$ cat src/rtl/irq_pkg.sv
`timescale 1ns/1ps
package irq_pkg;

  localparam int NSRC = 4;

  localparam int ADR_ENABLE = 'h08;
  localparam int ADR_VECTOR = 'h0C;
  localparam int ADR_STATUS = 'h10;
  localparam int ADR_CAPS   = 'h14;

  localparam int GIE_BIT    = 31;
  localparam int MODE_LO    = 3;
  localparam int BURST_BIT  = 8;

  typedef enum logic [1:0] {
    TRIG_LVL_HI   = 2'b00,
    TRIG_LVL_LO   = 2'b01,
    TRIG_EDGE_HI  = 2'b10,
    TRIG_EDGE_LO  = 2'b11
  } trig_mode_e;

  // register bit position of source index i
  function automatic int src_bit(input int i);
    case (i)
      0:       return 0;
      1:       return 1;
      2:       return 2;
      default: return 7;
    endcase
  endfunction

endpackage

$ cat src/rtl/irq_status_bank.sv
`timescale 1ns/1ps
module irq_status_bank #(
  parameter int NSRC = 4
) (
  input  logic            clk,
  input  logic            rst,
  input  logic [NSRC-1:0] ev_pulse,
  input  logic [NSRC-1:0] clr_mask,
  output logic [NSRC-1:0] status
);

  for (genvar g = 0; g < NSRC; g++) begin : g_bit
    always_ff @(posedge clk) begin
      if (rst)
        status[g] <= 1'b0;
      else if (ev_pulse[g])
        status[g] <= 1'b1;     // set has priority over clear
      else if (clr_mask[g])
        status[g] <= 1'b0;
    end

    // an event always leaves its bit set
    a_r4_event_sets: assert property (@(posedge clk) disable iff (rst)
      ev_pulse[g] |=> status[g]);
    // clear without event empties the bit
    a_r5_clear_works: assert property (@(posedge clk) disable iff (rst)
      (clr_mask[g] && !ev_pulse[g]) |=> !status[g]);
    // neither event nor clear keeps the bit
    a_r5_hold: assert property (@(posedge clk) disable iff (rst)
      (!clr_mask[g] && !ev_pulse[g]) |=> $stable(status[g]));
  end

endmodule

$ cat src/rtl/irq_ctrl_regs.sv
`timescale 1ns/1ps
module irq_ctrl_regs
  import irq_pkg::*;
#(
  parameter int   ADDR_W       = 8,
  parameter int   DATA_W       = 32,
  parameter int   VEC_W        = 8,
  parameter logic BURST_STATIC = 1'b1
) (
  input  logic              clk,
  input  logic              rst,
  input  logic              wr_en,
  input  logic              rd_en,
  input  logic [ADDR_W-1:0] addr,
  input  logic [DATA_W-1:0] wdata,
  input  logic [NSRC-1:0]   status,
  output logic [NSRC-1:0]   src_en,
  output logic              gie,
  output trig_mode_e        mode,
  output logic [NSRC-1:0]   clr_mask,
  output logic [DATA_W-1:0] rdata
);

  localparam logic [ADDR_W-1:0] A_EN  = ADDR_W'(ADR_ENABLE);
  localparam logic [ADDR_W-1:0] A_VEC = ADDR_W'(ADR_VECTOR);
  localparam logic [ADDR_W-1:0] A_STS = ADDR_W'(ADR_STATUS);
  localparam logic [ADDR_W-1:0] A_CAP = ADDR_W'(ADR_CAPS);

  function automatic logic [DATA_W-1:0] caps_word();
    logic [DATA_W-1:0] c;
    c = '0;
    for (int i = 0; i < NSRC; i++) c[src_bit(i)] = 1'b1;
    for (int m = 0; m < 4; m++)    c[MODE_LO + m] = 1'b1;
    c[BURST_BIT] = BURST_STATIC;
    return c;
  endfunction

  localparam logic [DATA_W-1:0] CAP_VAL = caps_word();

  logic [VEC_W-1:0]  vector;
  logic              wr_en_reg, wr_vec, wr_sts;
  logic [DATA_W-1:0] rd_mux;
  logic              unused_wdata;

  assign wr_en_reg    = wr_en && (addr == A_EN);
  assign wr_vec       = wr_en && (addr == A_VEC);
  assign wr_sts       = wr_en && (addr == A_STS);
  assign unused_wdata = ^wdata;

  // write-one-to-clear strobes, one per source
  for (genvar g = 0; g < NSRC; g++) begin : g_clr
    assign clr_mask[g] = wr_sts && wdata[src_bit(g)];
  end

  always_ff @(posedge clk) begin
    if (rst) begin
      src_en <= '0;
      gie    <= 1'b0;
      mode   <= TRIG_LVL_HI;
      vector <= '0;
    end else begin
      if (wr_en_reg) begin
        for (int i = 0; i < NSRC; i++) src_en[i] <= wdata[src_bit(i)];
        gie  <= wdata[GIE_BIT];
        mode <= trig_mode_e'(wdata[MODE_LO+1:MODE_LO]);
      end
      if (wr_vec) vector <= wdata[VEC_W-1:0];
    end
  end

  always_comb begin
    rd_mux = '0;
    case (addr)
      A_EN: begin
        for (int i = 0; i < NSRC; i++) rd_mux[src_bit(i)] = src_en[i];
        rd_mux[MODE_LO+1:MODE_LO] = mode;
        rd_mux[GIE_BIT]           = gie;
      end
      A_VEC: rd_mux[VEC_W-1:0] = vector;
      A_STS: for (int i = 0; i < NSRC; i++) rd_mux[src_bit(i)] = status[i];
      A_CAP: rd_mux = CAP_VAL;
      default: rd_mux = '0;
    endcase
  end

  always_ff @(posedge clk) begin
    if (rst)        rdata <= '0;
    else if (rd_en) rdata <= rd_mux;
  end

  // capability read returns the fixed word
  a_r3_caps_fixed: assert property (@(posedge clk) disable iff (rst)
    (rd_en && addr == A_CAP) |=> (rdata == CAP_VAL));
  // vector write lands in the register
  a_r2_vector_write: assert property (@(posedge clk) disable iff (rst)
    wr_vec |=> (vector == $past(wdata[VEC_W-1:0])));

endmodule

$ cat src/rtl/irq_trigger.sv
`timescale 1ns/1ps
module irq_trigger
  import irq_pkg::*;
#(
  parameter int NSRC = 4
) (
  input  logic            clk,
  input  logic            rst,
  input  logic [NSRC-1:0] status,
  input  logic [NSRC-1:0] src_en,
  input  logic            gie,
  input  trig_mode_e      mode,
  output logic            irq_out
);

  logic [NSRC-1:0] pend, pend_q;
  logic            active, fresh;

  assign pend   = gie ? (status & src_en) : '0;
  assign active = |pend;
  assign fresh  = |(pend & ~pend_q);

  always_ff @(posedge clk) begin
    if (rst) begin
      pend_q  <= '0;
      irq_out <= 1'b0;
    end else begin
      pend_q <= pend;
      case (mode)
        TRIG_LVL_HI:  irq_out <= active;
        TRIG_LVL_LO:  irq_out <= ~active;
        TRIG_EDGE_HI: irq_out <= fresh;
        default:      irq_out <= ~fresh;
      endcase
    end
  end

  // no global enable -> idle level (mode bit 0 gives idle polarity)
  a_r7_global_gate: assert property (@(posedge clk) disable iff (rst)
    !gie |=> (irq_out == $past(mode[0])));
  // high-level mode follows pending set
  a_r8_level_high: assert property (@(posedge clk) disable iff (rst)
    (mode == TRIG_LVL_HI && gie && |(status & src_en)) |=> irq_out);
  // a rising pulse only follows a non-empty pending set
  a_r10_pulse_source: assert property (@(posedge clk) disable iff (rst)
    (mode == TRIG_EDGE_HI && $past(mode) == TRIG_EDGE_HI && irq_out) |-> (pend_q != '0));

endmodule

$ cat src/rtl/irq_status_unit.sv
`timescale 1ns/1ps
module irq_status_unit
  import irq_pkg::*;
#(
  parameter int   ADDR_W       = 8,
  parameter int   DATA_W       = 32,
  parameter int   VEC_W        = 8,
  parameter logic BURST_STATIC = 1'b1
) (
  input  logic              clk,
  input  logic              rst,
  input  logic              wr_en,
  input  logic              rd_en,
  input  logic [ADDR_W-1:0] addr,
  input  logic [DATA_W-1:0] wdata,
  input  logic [NSRC-1:0]   ev_pulse,
  output logic [DATA_W-1:0] rdata,
  output logic              irq_out
);

  logic [NSRC-1:0] status, src_en, clr_mask;
  logic            gie;
  trig_mode_e      mode;

  irq_status_bank #(.NSRC(NSRC)) u_bank (
    .clk      (clk),
    .rst      (rst),
    .ev_pulse (ev_pulse),
    .clr_mask (clr_mask),
    .status   (status)
  );

  irq_ctrl_regs #(
    .ADDR_W       (ADDR_W),
    .DATA_W       (DATA_W),
    .VEC_W        (VEC_W),
    .BURST_STATIC (BURST_STATIC)
  ) u_regs (
    .clk      (clk),
    .rst      (rst),
    .wr_en    (wr_en),
    .rd_en    (rd_en),
    .addr     (addr),
    .wdata    (wdata),
    .status   (status),
    .src_en   (src_en),
    .gie      (gie),
    .mode     (mode),
    .clr_mask (clr_mask),
    .rdata    (rdata)
  );

  irq_trigger #(.NSRC(NSRC)) u_trig (
    .clk     (clk),
    .rst     (rst),
    .status  (status),
    .src_en  (src_en),
    .gie     (gie),
    .mode    (mode),
    .irq_out (irq_out)
  );

endmodule

$ cat config.mk
export PLATFORM = sky130hd
export DESIGN_NAME = irq_status_unit
export DESIGN_NICKNAME = d
export VERILOG_FILES = /design/src/rtl/irq_pkg.sv /design/src/rtl/irq_status_bank.sv /design/src/rtl/irq_ctrl_regs.sv /design/src/rtl/irq_trigger.sv /design/src/rtl/irq_status_unit.sv
export SDC_FILE = /design/constraint.sdc
export NUM_CORES = 1
export LEC_CHECK = 0
export CAP_MARGIN = 20
export CORE_MARGIN = 2
export CORE_UTILIZATION = 41
export DETAILED_ROUTE_END_ITERATION = 16
export PLACE_DENSITY_LB_ADDON = 0.25
export SYNTH_ARGS = -nofsm -noshare
export SYNTH_HDL_FRONTEND = slang
export SYNTH_HIERARCHICAL = 1
export SYNTH_SLANG_ARGS = --single-unit
$ cat constraint.sdc
create_clock -name clk -period 2.3 [get_ports clk]
set_clock_uncertainty 0.2 [all_clocks]
set_input_delay 0.23 -clock clk [delete_from_list [all_inputs] [get_ports clk]]
set_output_delay 0.23 -clock clk [all_outputs]
set_load 0.01 [all_outputs]
# --- Word level (Yosys, flattened, before mapping) ---
# Cells that the tools add are included.
word_totals:
  output_inout_bits: 33
  regBits: 56
  in_bits: 48
op_classes:
  magnitude_cmp: 20
  n_bitwise: 7
  reduce_logical: 22
  eq_ne: 6
  muxes: 62
op_table:
  columns: ["operator", "n"]
  rows:
  - ["two-way mux 32 bit", 16]
  - ["< comparator 32 x 7 -> 1 bit, second input constant", 12]
  - ["greater-or-equal comparator 32 x 1 -> 1 bit, second input constant", 8]
  - ["bitwise mux 32 bit", 6]
  - ["case mux 24 bit (3 select lines)", 1]
  - ["AND 32 bit", 2]
  - ["demux 1 bit (select 5 bit)", 8]
  - ["case mux 8 bit (4 select lines)", 1]
  - ["two-way mux 1 bit", 24]
  - ["binary-select mux 1 bit (select 5 bit)", 4]
  - ["== test 8 x 4 -> 1 bit, second input constant", 2]
  - ["== test 8 x 5 -> 1 bit, second input constant", 2]
  - ["logical AND 1 bit", 15]
  - ["AND 4 bit", 2]
  - ["nonzero test 2 bit", 4]
  - ["OR reduction 4 bit", 2]
  - ["two-way mux 4 bit", 1]
  - ["inverter 4 bit", 1]
  - ["case mux 1 bit (3 select lines)", 1]
  - ["== test 2 x 1 -> 1 bit, second input constant", 1]
  - ["== test 2 bit, second input constant", 1]
  - ["zero test 2 bit", 1]
  - ["inverter 1 bit", 2]

# --- Depth between registers and ports, before layout ---
# Gate-level depths: netlist of run 1.
logic_depth:
  word_depth: 11
  mapped_depth: 6
  mapped_depth_nobuf: 5

# --- Cells and area by module ---
# Netlist of run 1, hierarchy kept.
by_module_without_submodules:
  columns: ["module", "seq_area_each_um2", "instances", "cells_each", "area_each_um2"]
  rows:
  - ["irq_ctrl_regs", 500.5, 1, 151, 1427.6]
  - ["irq_trigger", 100.1, 1, 22, 193.9]
  - ["irq_status_bank", 80.1, 1, 16, 140.1]

# --- Worst setup path before layout of run 1 ---
# No wires, ideal clock.
synth_timing:
  path_kind: "input -> register"
  start: "input addr[1]"
  end: "register u_bank.status[0]"
  setup_slack_ns: 0.450
  cell_stages: 6
  path_buffers: 1
  required_time_ns: 1.984
  setup_time_ns: 0.116
  t_arrival_ns: 1.534
  cell_sequence: "or4_4 -> buf_6 -> nor4_1 -> and2_1 -> nand2b_1 -> a21oi_1"
synth_between:
  elab_chain_cells: 4
synth_rtl:
  columns: ["element", "line", "rtl"]
  rows:
  - ["start, declared", "irq_status_unit.sv:14", "input logic [ADDR_W-1:0] addr,"]
  - ["== test 8 x 5 -> 1 bit", "irq_ctrl_regs.sv:47", "assign wr_sts = wr_en && (addr == A_STS);"]
  - ["logical AND 1 bit", "irq_ctrl_regs.sv:47", null]
  - ["logical AND 1 bit", "irq_ctrl_regs.sv:52", "assign clr_mask[g] = wr_sts && wdata[src_bit(g)];"]
  - ["net clr_mask[0]", "irq_status_unit.sv:21", "logic [NSRC-1:0] status, src_en, clr_mask;"]
  - ["nonzero test 2 bit (no line)", null, null]
  - ["end signal, assigned by index", "irq_status_bank.sv:15", "status[g] <= 1'b0;"]
  - ["end signal, assigned by index", "irq_status_bank.sv:17", "status[g] <= 1'b1;"]
  - ["end signal, assigned by index", "irq_status_bank.sv:19", "status[g] <= 1'b0;"]
  - ["end, declared", "irq_status_bank.sv:9", "output logic [NSRC-1:0] status"]
# The timed path passes the listed nets, and every way through them passes these cells.
# A chain may end at the register's enable or synchronous reset.

# --- Worst setup path after layout of run 1 ---
layout_timing:
  start: "input addr[1]"
  end: "register u_regs.rdata[4]"
layout_between:
  elab_chain_cells: 2
  elab_cells_between_ends: 5
  cone_classes: "eq/ne (4); mux (1)"
layout_rtl:
  columns: ["element", "line", "rtl"]
  rows:
  - ["== test 8 x 5 -> 1 bit / == test 8 x 4 -> 1 bit (equally long branches)", "irq_ctrl_regs.sv:73", "case (addr)"]
  - ["case mux 8 bit (4 select lines) *", "irq_ctrl_regs.sv:73", null]
  - ["end signal, assigned", "irq_ctrl_regs.sv:88", "else if (rd_en) rdata <= rd_mux;"]
  - ["end, declared", "irq_ctrl_regs.sv:21", "output logic [DATA_W-1:0] rdata"]
# Every way passes the cells marked *; elsewhere a longest branch is shown, timed or not.

==> tab_implementation.tex, run 1 <==
\begin{tabular}{lr}
\hline
Metric & Value \\
\hline
\multicolumn{2}{l}{\textbf{Status}} \\
Result of the run & complete, no violations \\
\multicolumn{2}{l}{\textbf{Drt}} \\
M1 wire length & 1.63 mm \\
WL met2 & 1.55 mm \\
Detailed-routing iteration count for the pre-antenna-repair pass & 4 \\
Initial DRC Count & 45 \\
Length of routed met3 wiring & 165 um \\
Avg WL per Cell & 12.0 um \\
DR vias/cell & 4.71 \\
Overall routed net length & 3.39 mm \\
Final ANT Viol Nets & 0 \\
Vias post-DR & 1,334 \\
DRC violation count after routing & 0 \\
Top layer in use & met4 \\
\multicolumn{2}{l}{\textbf{Power and ir drop}} \\
Leakage & 0.000891 uW \\
Peak supply drop & 0.321 mV \\
Ratio of total power to cell area & 533 mW/mm2 \\
Total power & 1180 uW \\
\multicolumn{2}{l}{\textbf{STA}} \\
Number of setup violations in the final report & 0 \\
Final hold violation count & 0 \\
Final worst slack & 0.271 ns \\
Tmin final & 2.03 ns \\
Upper clock frequency limit & 0.493 GHz \\
Final-report max-slew violation count & 0 \\
Unrepaired setup endpoints after global routing & no \\
Post-Route Setup TNS & 0 ns \\
Share of the clock period used by the worst path & 0.882 \\
\multicolumn{2}{l}{\textbf{Clock tree}} \\
Maximum count of clock buffers along a single path & 2 \\
Total setup buffers inserted after CTS & 0 \\
Clock tree from TritonCTS & yes \\
Clock Latency Late Sink & 0.28 ns \\
CTS Root Buffer Type & sky130\_fd\_sc\_hd\_\_clkbuf\_8 \\
Clock-pin slew reported for the worst setup and hold paths after clock tree synthesis & 0.07 ns \\
Clock buffers created by TritonCTS & 5 \\
Post-CTS Resized & 0 \\
Clock net sink count & 34 \\
Maximum level of the CTS H-tree & 2 \\
Post-CTS Hold Buffers & 0 \\
\multicolumn{2}{l}{\textbf{Synth}} \\
Syn\_area\_per\_cell & 9.32 um2 \\
Share of synthesized registers carrying an async set or reset & 0 \\
Synthesis-stage register bit count & 34 \\
Post-synthesis instance area & 0.00176 mm2 \\
Count of different cell masters after synthesis & 29 \\
Fraction of the yosys area taken by sequential cells & 0.386 \\
Warning count from the yosys run & 6 \\
Number of enable-type register cells in the synthesized netlist & 0 \\
Largest area contributor in the netlist & sky130\_fd\_sc\_hd\_\_dfxtp\_1 \\
Most common flop cell mapped by yosys & sky130\_fd\_sc\_hd\_\_dfxtp\_1 \\
Cell types with the highest counts after synthesis & sky130\_fd\_sc\_hd\_\_dfxtp\_1, sky130\_fd\_sc\_hd\_\_nand2b\_1, sky130\_fd\_sc\_hd\_\_buf\_4 \\
Leading cell types by total area after synthesis & sky130\_fd\_sc\_hd\_\_dfxtp\_1, sky130\_fd\_sc\_hd\_\_nand2b\_1, sky130\_fd\_sc\_hd\_\_mux2i\_1, sky130\_fd\_sc\_hd\_\_buf\_4, sky130\_fd\_sc\_hd\_\_a22o\_1 \\
Syn Inst Count & 189 \\
Share of Yosys cell area claimed by the top area cell type & 0.386 \\
\multicolumn{2}{l}{\textbf{Global route}} \\
First-pass GRT wire length & 6.02 mm \\
Largest net degree at the start of global routing & 37 \\
Number of global-route vias before repair & 1,340 \\
Initial antenna violation count & 0 \\
Overall fraction of global-route tracks in use & 0.154 \\
Remaining Overflow, GRT & 0 \\
\multicolumn{2}{l}{\textbf{Layout}} \\
Total inserted antenna cells & 0 \\
Total number of nets in the final design & 280 \\
Layout Area Growth over Synthesis & 25.9\% \\
Flip-flop and latch area & 681 um2 \\
Footprint of the multi-input gates & 938 um2 \\
Fin area & 0.00222 mm2 \\
Ratio of cells with drive above 1 in the final layout & 0.0944 \\
Final Instance Count excl. Fillers & 283 \\
Number of filler instances in the final layout & 386 \\
\multicolumn{2}{l}{\textbf{Run}} \\
Number of max-cap violations & 0 \\
\multicolumn{2}{l}{\textbf{Floorplanning}} \\
Site row count & 23 \\
Chip Height & 69.6 um \\
CORE AREA & 0.00406 mm2 \\
Number of primary I/O pins & 81 \\
Overall die width & 69.6 um \\
Die area & 0.00484 mm2 \\
Effective utilization at floorplan & 0.434 \\
\multicolumn{2}{l}{\textbf{Placement}} \\
Post-detailed-placement cell area & 0.00213 mm2 \\
Worst slack after detailed placement & -0.0114 ns \\
Cell Count Post-Placement & 275 \\
Last weighted congestion value of the routability-driven placer & 0.794 \\
Number of port buffers & 35 \\
Post-DP HPWL & 2.69 mm \\
\multicolumn{2}{l}{\textbf{Min path}} \\
Type of the most critical hold path & reg -> reg \\
\multicolumn{2}{l}{\textbf{Worst setup path}} \\
Kind of end point of the critical path & register \\
Arrival time at the worst endpoint & 2.06 ns \\
Critical Path Fanout Max & 6 \\
Worst endpoint required time & 2.33 ns \\
Worst setup path category & in -> reg \\
Category of the worst setup path launch point & input port \\
\hline
\end{tabular}
==> power breakdown <==
part | internal (uW) | total (uW) | switching [uW]
Clock | 241 | 441 | 200
Sequential | 596 | 602 | 5.67
Combinational | 69.5 | 138 | 68.6
==> final timing paths <==
| kind | from | endpoint | slack, ns | depth (start not counted) |
|---|---|---|---|---|
| hold / removal | u_regs/rdata[31] | u_regs/rdata[31] | 0.27 | 2 |
| setup reg to reg | u_regs/mode[1] | u_trig/irq_out | 0.76 | 3 |
| setup / recovery | addr[1] | u_regs/rdata[4] | 0.27 | 5 |
| hold reg to reg | u_regs/rdata[31] | u_regs/rdata[31] | 0.27 | 2 |
==> final cells by class <==
type	count	area share
multi-input cells	141	0.423
clock inverters	1	0.00226
inverters	5	0.00846
clock buffers	7	0.0389
repair buffers	45	0.192
well taps	50	0.0282
flip-flops and latches	34	0.307
==> kinds of logic after synthesis <==
logic type / count (synthesis) / synth area share
buffers and inverters: 35 / 0.126
and+or+nand+nor: 70 / 0.240
other: 1 / 0.00213
AOI/OAI and AO/OA: 27 / 0.120
muxes: 22 / 0.126
DFF: 34 / 0.386
==> sequential cells by signal (all words and copies together), names as in the netlist <==
name            flops
u_regs/src_en       4
u_regs/gie          1
u_bank/status       4
u_regs/mode         2
u_regs/vector       8
u_trig/pend_q       4
u_trig/irq_out      1
u_regs/rdata       10
==> critical path: stages <==
cell and delay (ns):
sky130_fd_sc_hd__clkdlybuf4s50_1 0.42, sky130_fd_sc_hd__or4_4 0.58, sky130_fd_sc_hd__buf_4 0.18, sky130_fd_sc_hd__a2111oi_4 0.43, sky130_fd_sc_hd__a22o_1 0.22
==> metrics by stage <==
step	util	hold slack (ns)
floorplan	-	0.0991
global placement	0.524	0.259
detailed placement	0.524	0.263
CTS	0.546	0.274
global route	0.546	0.311
finish	0.546	0.273
==> layer usage <==
metal / up-vias / global-route usage
li1: 690 / -
met1: 599 / 0.202
met2: 40 / 0.246
met3: 5 / 0.0451
met4: 0 / 0.0458
met5: - / 0
==> cell usage in the layout (no fill, tap or decap), types with 6 or more instances in the layout <==
| master | n |
|---|---|
| sky130_fd_sc_hd__nor2_1 | 13 |
| sky130_fd_sc_hd__nand2b_1 | 34 |
| sky130_fd_sc_hd__conb_1 | 22 |
| sky130_fd_sc_hd__buf_4 | 10 |
| sky130_fd_sc_hd__mux2i_1 | 21 |
| sky130_fd_sc_hd__a22o_1 | 6 |
| sky130_fd_sc_hd__clkdlybuf4s50_1 | 35 |
| sky130_fd_sc_hd__clkbuf_8 | 6 |
| sky130_fd_sc_hd__a21oi_1 | 9 |
| sky130_fd_sc_hd__dfxtp_1 | 34 |
No activity file was read; power rests on OpenSTA's default activity.
==> inputs of run 2 (changes only) <==
Settings changed: PLACE_DENSITY from default to 0.76, PLACE_DENSITY_LB_ADDON 0.25 to default.
==> run 2 against run 1 <==
  * Worst setup slack barely moved
  * Global-route usage barely moved
  * Sequential cell count did not move
  * Sequential power barely moved
  * Final cell count did not move
  * Combinational power barely moved
  * Sequential share of layout area rose by 0.10 points
  * Power fell by 2.6%
  * Count of clock-buffer cells in the layout did not move
  * Highest routed layer unchanged
==> tab_implementation.tex, run 2 (same netlist as run 1, synthesis figures left out) <==
\begin{tabular}{lr}
\hline
Metric & Value \\
\hline
\multicolumn{2}{l}{\textbf{STA}} \\
Final-report max-slew violation count & 0 (unchanged) \\
Share of the clock period used by the worst path & 0.882 (about the same) \\
Final worst slack & 0.270 ns (was 0.271 ns) \\
Upper clock frequency limit & 0.493 GHz (about the same) \\
Unrepaired setup endpoints after global routing & no (unchanged) \\
Final hold violation count & 0 (unchanged) \\
Number of setup violations in the final report & 0 (unchanged) \\
Tmin final & 2.03 ns (about the same) \\
\multicolumn{2}{l}{\textbf{Worst setup path}} \\
Worst setup path category & in -> reg (unchanged) \\
R2r endpoint & u\_trig/irq\_out (unchanged) \\
Path depth of the worst reg2reg path & 3 (unchanged) \\
Kind of end point of the critical path & register (unchanged) \\
Critical Path Fanout Max & 5 (was 6) \\
Worst reg2reg startpoint & u\_regs/mode[1] (unchanged) \\
Category of the worst setup path launch point & input port (unchanged) \\
Worst endpoint required time & 2.32 ns (was 2.33 ns) \\
Worst-case register-to-register setup slack & 0.76 ns (about the same) \\
Arrival time at the worst endpoint & 2.05 ns (was 2.06 ns) \\
\multicolumn{2}{l}{\textbf{Drt}} \\
M1 wire length & 1.63 mm (about the same) \\
Length of routed met3 wiring & 208 um (was 165 um) \\
DR vias/cell & 4.78 (was 4.71) \\
Detailed-routing iteration count for the pre-antenna-repair pass & 4 (unchanged) \\
Avg WL per Cell & 12.3 um (was 12.0 um) \\
Top layer in use & met4 (unchanged) \\
Final ANT Viol Nets & 0 (unchanged) \\
Vias post-DR & 1,354 (was 1,334) \\
Overall routed net length & 3.49 mm (was 3.39 mm) \\
Initial DRC Count & 44 (was 45) \\
DRC violation count after routing & 0 (unchanged) \\
WL met2 & 1.59 mm (was 1.55 mm) \\
\multicolumn{2}{l}{\textbf{Placement}} \\
Number of port buffers & 35 (unchanged) \\
Post-detailed-placement cell area & 0.00213 mm2 (about the same) \\
Post-DP HPWL & 2.66 mm (was 2.69 mm) \\
Last weighted congestion value of the routability-driven placer & 0.828 (was 0.794) \\
Worst slack after detailed placement & -0.0215 ns (was -0.0114 ns) \\
Cell Count Post-Placement & 276 (was 275) \\
\multicolumn{2}{l}{\textbf{Layout}} \\
Layout Area Growth over Synthesis & 25.4\% (was 25.9\%) \\
Ratio of cells with drive above 1 in the final layout & 0.0901 (was 0.0944) \\
Commonest cells after routing, fill and taps aside & sky130\_fd\_sc\_hd\_\_clkdlybuf4s50\_1, sky130\_fd\_sc\_hd\_\_nand2b\_1, sky130\_fd\_sc\_hd\_\_dfxtp\_1 (unchanged) \\
Final Instance Count excl. Fillers & 283 (unchanged) \\
Final core utilization & 0.545 (was 0.546) \\
Fin area & 0.00221 mm2 (was 0.00222 mm2) \\
Most common cell after layout, fill and taps aside & sky130\_fd\_sc\_hd\_\_clkdlybuf4s50\_1 (unchanged) \\
Largest reg by FF count & u\_regs/rdata (unchanged) \\
Total number of nets in the final design & 281 (was 280) \\
Biggest registers after layout & u\_regs/rdata: 10 flops, u\_regs/vector: 8 flops (unchanged) \\
Max FFs per register & 10 (unchanged) \\
Total inserted antenna cells & 0 (unchanged) \\
\multicolumn{2}{l}{\textbf{Clock tree}} \\
Clock-pin slew reported for the worst setup and hold paths after clock tree synthesis & 0.06 ns (was 0.07 ns) \\
Maximum count of clock buffers along a single path & 2 (unchanged) \\
Clock Latency Late Sink & 0.29 ns (was 0.28 ns) \\
Clock net sink count & 34 (unchanged) \\
Clock buffers created by TritonCTS & 5 (unchanged) \\
CTS Root Buffer Type & sky130\_fd\_sc\_hd\_\_clkbuf\_8 (unchanged) \\
Clock tree from TritonCTS & yes (unchanged) \\
Maximum level of the CTS H-tree & 2 (unchanged) \\
Post-CTS Resized & 0 (unchanged) \\
Total setup buffers inserted after CTS & 0 (unchanged) \\
Post-CTS Hold Buffers & 0 (unchanged) \\
\multicolumn{2}{l}{\textbf{Min path}} \\
Type of the most critical hold path & reg -> reg (unchanged) \\
Depth of the worst hold-timing path & 2 (unchanged) \\
Hold Startpoint & u\_regs/rdata[31] (unchanged) \\
Hold EP & u\_regs/rdata[31] (unchanged) \\
\multicolumn{2}{l}{\textbf{Global route}} \\
Number of global-route vias before repair & 1,234 (was 1,340) \\
Overall fraction of global-route tracks in use & 0.155 (was 0.154) \\
Initial antenna violation count & 0 (unchanged) \\
Remaining Overflow, GRT & 0 (unchanged) \\
First-pass GRT wire length & 5.80 mm (was 6.02 mm) \\
Largest net degree at the start of global routing & 37 (unchanged) \\
\multicolumn{2}{l}{\textbf{Power and ir drop}} \\
Leakage & 0.000886 uW (was 0.000891 uW) \\
Ratio of total power to cell area & 521 mW/mm2 (was 533 mW/mm2) \\
Peak supply drop & 0.312 mV (was 0.321 mV) \\
\multicolumn{2}{l}{\textbf{Floorplanning}} \\
Site row count & 23 (unchanged) \\
Effective utilization at floorplan & 0.434 (unchanged) \\
Chip Height & 69.6 um (unchanged) \\
CORE AREA & 0.00406 mm2 (unchanged) \\
Overall die width & 69.6 um (unchanged) \\
Number of primary I/O pins & 81 (unchanged) \\
Die area & 0.00484 mm2 (unchanged) \\
\multicolumn{2}{l}{\textbf{Run}} \\
Number of max-cap violations & 0 (unchanged) \\
\multicolumn{2}{l}{\textbf{Status}} \\
Result of the run & complete, no violations (unchanged) \\
\hline
\end{tabular}
-- run 2: layout make-up --
class / count / area, um2
sequential: 34 / 681
timing repair buffer: 46 / 433
clock buffer: 7 / 76.3
inverter: 5 / 18.8
fill: 384 / 1850
multi-input combinational: 141 / 938
tap: 50 / 62.6
-- run 2: worst max path at each step --
stage	endpoint	startpoint	depth (start not counted)	slack, ns
after floorplan	u_bank/status[0]	addr[1]	6	0.45
after global placement	u_regs/src_en[2]	addr[1]	6	0.02
after detailed placement	u_regs/gie	addr[1]	6	-0.02
after CTS	u_regs/gie	addr[1]	6	0.27
after global routing	u_regs/src_en[2]	addr[1]	6	0.21
final	u_regs/gie	addr[1]	6	0.27
-- run 2: worst max-delay path, cell delays in order --
cell,delay [ns]
sky130_fd_sc_hd__clkdlybuf4s50_1,0.44
sky130_fd_sc_hd__or4_4,0.58
sky130_fd_sc_hd__buf_4,0.18
sky130_fd_sc_hd__nor4_4,0.24
sky130_fd_sc_hd__buf_4,0.20
sky130_fd_sc_hd__mux2i_1,0.18
-- run 2: routing by layer --
layer	global-route usage	vias up
met5	0	-
met1	0.194	612
met4	0.0654	0
li1	-	695
met3	0.0625	5
met2	0.235	42
-- run 2: report_power, final --
part | total, uW | switching [uW] | internal, uW
combinational | 140 | 69.6 | 70.7
clock | 408 | 200 | 208
sequential | 602 | 5.54 | 596
-- run 2: stage by stage --
| stage | setup TNS, ns | power (uW) | hold WS (ns) |
|---|---|---|---|
| global route | 0 | 1200 | 0.285 |
| global placement | 0 | 753 | 0.248 |
| detailed placement | -0.130 | 755 | 0.252 |
| floorplan | 0 | 710 | 0.0991 |
| finish | 0 | 1150 | 0.259 |
| CTS | 0 | 1160 | 0.262 |
==> inputs of run 3 (changes only) <==
--- a/config.mk
+++ b/config.mk
@@ -15,2 +15,3 @@
 export SYNTH_HIERARCHICAL = 1
 export SYNTH_SLANG_ARGS = --single-unit
+export TNS_END_PERCENT = 50
==> constraint.sdc (replaced) <==
create_clock -name clk -period 2.3 [get_ports clk]
set_clock_uncertainty 0.2 [all_clocks]
set_input_delay 0.46 -clock clk [delete_from_list [all_inputs] [get_ports clk]]
set_output_delay 0.46 -clock clk [all_outputs]
set_load 0.01 [all_outputs]
==> run 3 against run 2 <==
  * Clock power increased by 25%
  * Cell area grew 3.6%
  * Global-route usage is essentially flat
  * Register-to-register slack hardly changed
  * Core utilization is 2.0 points higher
  * Hold slack improved by 0.010 ns
  * Power up 9.6%
  * Critical endpoint is now u_regs/rdata[4]
  * Highest routed layer unchanged
==> tab_implementation.tex, run 3 (same netlist as run 1, synthesis figures left out) <==
\begin{tabular}{lr}
\hline
Metric & Value \\
\hline
\multicolumn{2}{l}{\textbf{Min path}} \\
Depth of the worst hold-timing path & 2 (unchanged) \\
Type of the most critical hold path & reg -> reg (unchanged) \\
\multicolumn{2}{l}{\textbf{Worst setup path}} \\
Category of the worst setup path launch point & input port (unchanged) \\
Worst-case register-to-register setup slack & 0.77 ns (was 0.76 ns) \\
Path depth of the worst reg2reg path & 3 (unchanged) \\
Arrival time at the worst endpoint & 2.27 ns (was 2.05 ns) \\
Slowest-stage cell, CP & sky130\_fd\_sc\_hd\_\_or4\_4 (unchanged) \\
Worst setup path category & in -> reg (unchanged) \\
Cell chain of the critical path & clkdlybuf4s50\_1 > or4\_4 > buf\_4 > a2111oi\_4 > a22o\_1 (was clkdlybuf4s50\_1 > or4\_4 > buf\_4 > nor4\_4 > buf\_4 > mux2i\_1) \\
Worst endpoint required time & 2.33 ns (was 2.32 ns) \\
Worst path max stage delay & 0.58 ns (about the same) \\
Kind of end point of the critical path & register (unchanged) \\
Critical Path Fanout Max & 6 (was 5) \\
\multicolumn{2}{l}{\textbf{Status}} \\
Result of the run & complete, no violations (unchanged) \\
\multicolumn{2}{l}{\textbf{Floorplanning}} \\
Chip Height & 69.6 um (unchanged) \\
Overall die width & 69.6 um (unchanged) \\
Site row count & 23 (unchanged) \\
Number of primary I/O pins & 81 (unchanged) \\
Effective utilization at floorplan & 0.434 (unchanged) \\
CORE AREA & 0.00406 mm2 (unchanged) \\
Die area & 0.00484 mm2 (unchanged) \\
\multicolumn{2}{l}{\textbf{STA}} \\
Worst slew margin relative to its limit & 0.629 \\
Unrepaired setup endpoints after global routing & no (unchanged) \\
Share of the clock period used by the worst path & 0.973 (was 0.882) \\
Upper clock frequency limit & 0.447 GHz (was 0.493 GHz) \\
Tmin final & 2.24 ns (was 2.03 ns) \\
Final hold violation count & 0 (unchanged) \\
Number of setup violations in the final report & 0 (unchanged) \\
Final-report max-slew violation count & 0 (unchanged) \\
Actual transition at the worst max-transition pin & 0.551 ns \\
\multicolumn{2}{l}{\textbf{Power and ir drop}} \\
Int Power & 973 uW (was 875 uW) \\
Total power & 1260 uW (was 1150 uW) \\
Leakage & 0.000923 uW (was 0.000886 uW) \\
Net switching component of the power & 288 uW (was 275 uW) \\
Ratio of total power to cell area & 550 mW/mm2 (was 521 mW/mm2) \\
Peak supply drop & 0.329 mV (was 0.312 mV) \\
Sequential power share & 0.477 (was 0.523) \\
Switching portion of total power & 0.228 (was 0.239) \\
Clock power share & 0.405 (was 0.355) \\
Proportion of power drawn by combinational gates & 0.118 (was 0.122) \\
\multicolumn{2}{l}{\textbf{Drt}} \\
Detailed-routing iteration count for the pre-antenna-repair pass & 4 (unchanged) \\
Overall routed net length & 3.61 mm (was 3.49 mm) \\
DRC violation count after routing & 0 (unchanged) \\
DR vias/cell & 4.77 (was 4.78) \\
Final ANT Viol Nets & 0 (unchanged) \\
Initial DRC Count & 45 (was 44) \\
Vias post-DR & 1,365 (was 1,354) \\
Avg WL per Cell & 12.6 um (was 12.3 um) \\
\multicolumn{2}{l}{\textbf{Placement}} \\
Post-DP HPWL & 2.71 mm (was 2.66 mm) \\
Number of port buffers & 35 (unchanged) \\
Last weighted congestion value of the routability-driven placer & 0.816 (was 0.828) \\
Cell Count Post-Placement & 278 (was 276) \\
\multicolumn{2}{l}{\textbf{Layout}} \\
Total inserted antenna cells & 0 (unchanged) \\
Ratio of cells with drive above 1 in the final layout & 0.114 (was 0.0901) \\
Biggest registers after layout & u\_regs/rdata: 10 flops, u\_regs/vector: 8 flops (unchanged) \\
Number of filler instances in the final layout & 369 (was 384) \\
Max FFs per register & 10 (unchanged) \\
Largest reg by FF count & u\_regs/rdata (unchanged) \\
Layout Area Growth over Synthesis & 30.0\% (was 25.4\%) \\
Commonest cells after routing, fill and taps aside & sky130\_fd\_sc\_hd\_\_clkdlybuf4s50\_1, sky130\_fd\_sc\_hd\_\_nand2b\_1, sky130\_fd\_sc\_hd\_\_dfxtp\_1 (unchanged) \\
Total number of nets in the final design & 283 (was 281) \\
Most common cell after layout, fill and taps aside & sky130\_fd\_sc\_hd\_\_clkdlybuf4s50\_1 (unchanged) \\
Final Instance Count excl. Fillers & 286 (was 283) \\
\multicolumn{2}{l}{\textbf{Clock tree}} \\
Clock buffers created by TritonCTS & 5 (unchanged) \\
Clock tree from TritonCTS & yes (unchanged) \\
CTS Root Buffer Type & sky130\_fd\_sc\_hd\_\_clkbuf\_8 (unchanged) \\
Clock-pin slew reported for the worst setup and hold paths after clock tree synthesis & 0.07 ns (was 0.06 ns) \\
Maximum count of clock buffers along a single path & 2 (unchanged) \\
Clock net sink count & 34 (unchanged) \\
Total setup buffers inserted after CTS & 0 (unchanged) \\
Clock Latency Late Sink & 0.28 ns (was 0.29 ns) \\
Maximum level of the CTS H-tree & 2 (unchanged) \\
Post-CTS Hold Buffers & 0 (unchanged) \\
\multicolumn{2}{l}{\textbf{Global route}} \\
Overall fraction of global-route tracks in use & 0.155 (about the same) \\
Initial antenna violation count & 0 (unchanged) \\
First-pass GRT wire length & 5.95 mm (was 5.80 mm) \\
Remaining Overflow, GRT & 0 (unchanged) \\
Number of global-route vias before repair & 1,261 (was 1,234) \\
Largest net degree at the start of global routing & 37 (unchanged) \\
\multicolumn{2}{l}{\textbf{Run}} \\
Number of max-cap violations & 0 (unchanged) \\
\hline
\end{tabular}
==> run 3: cell count changes in the layout (fill, tap and decap cells not counted) <==
cell	before	now
sky130_fd_sc_hd__buf_12	0	1
sky130_fd_sc_hd__buf_6	0	1
sky130_fd_sc_hd__clkbuf_1	2	0
sky130_fd_sc_hd__clkbuf_8	5	8
sky130_fd_sc_hd__nor4_1	2	1
sky130_fd_sc_hd__nor4_4	1	2
==> run 3: critical path, delay by kind of cell <==
kind | cells | cell delay, ns
and+or+nand+nor | 1 | 0.58
AOI/OAI and AO/OA | 2 | 0.63
buffers and inverters | 2 | 0.60
==> run 3: path summary, 6_finish.rpt <==
check,start,end
max,addr[7],u_regs/rdata[4]
min,u_regs/rdata[31],u_regs/rdata[31]
max reg2reg,u_regs/mode[1],u_trig/irq_out
min reg2reg,u_regs/rdata[31],u_regs/rdata[31]
==> run 3: metrics by stage <==
stage | utilization | TNS, ns | hold WS [ns] | area, um2 | worst slack [ns]
final | 0.564 | 0 | 0.269 | 2290 | 0.0617
after CTS | 0.560 | 0 | 0.272 | 2270 | 0.0397
after detailed placement | 0.533 | -3.70 | 0.261 | 2160 | -0.247
after global routing | 0.564 | 0 | 0.304 | 2290 | 0.0118
after floorplan | - | 0 | 0.246 | 1840 | 0.220
after global placement | 0.533 | -3.20 | 0.249 | 2160 | -0.202
==> run 3: power groups by stage <==
stage / logic (uW) / registers [uW] / clock network (uW)
finish: 148 / 602 / 511
detailed placement: 144 / 615 / 0
global route: 160 / 602 / 549
floorplan: 95.9 / 614 / 0
CTS: 146 / 601 / 519
global placement: 143 / 615 / 0
==> run 3: layer usage <==
layer	wire, um	vias up	global-route usage
met5	0	-	0
met4	58	0	0.0588
met3	172	7	0.0378
met2	1740	37	0.252
met1	1640	623	0.198
li1	-	698	-
==> run 3: final cells by class <==
type / instances / area [um2] / area share
multi-input combinational: 141 / 953 / 0.416
inverter: 5 / 18.8 / 0.00820
timing repair buffer: 48 / 464 / 0.203
sequential: 34 / 681 / 0.297
tap: 50 / 62.6 / 0.0273
clock buffer: 8 / 110 / 0.0481
==> run 3: repair_timing <==
item                       4_1_cts  5_1_grt
setup endpoints to repair        0        9
resized for setup                0        3
hold endpoints to repair         0        0
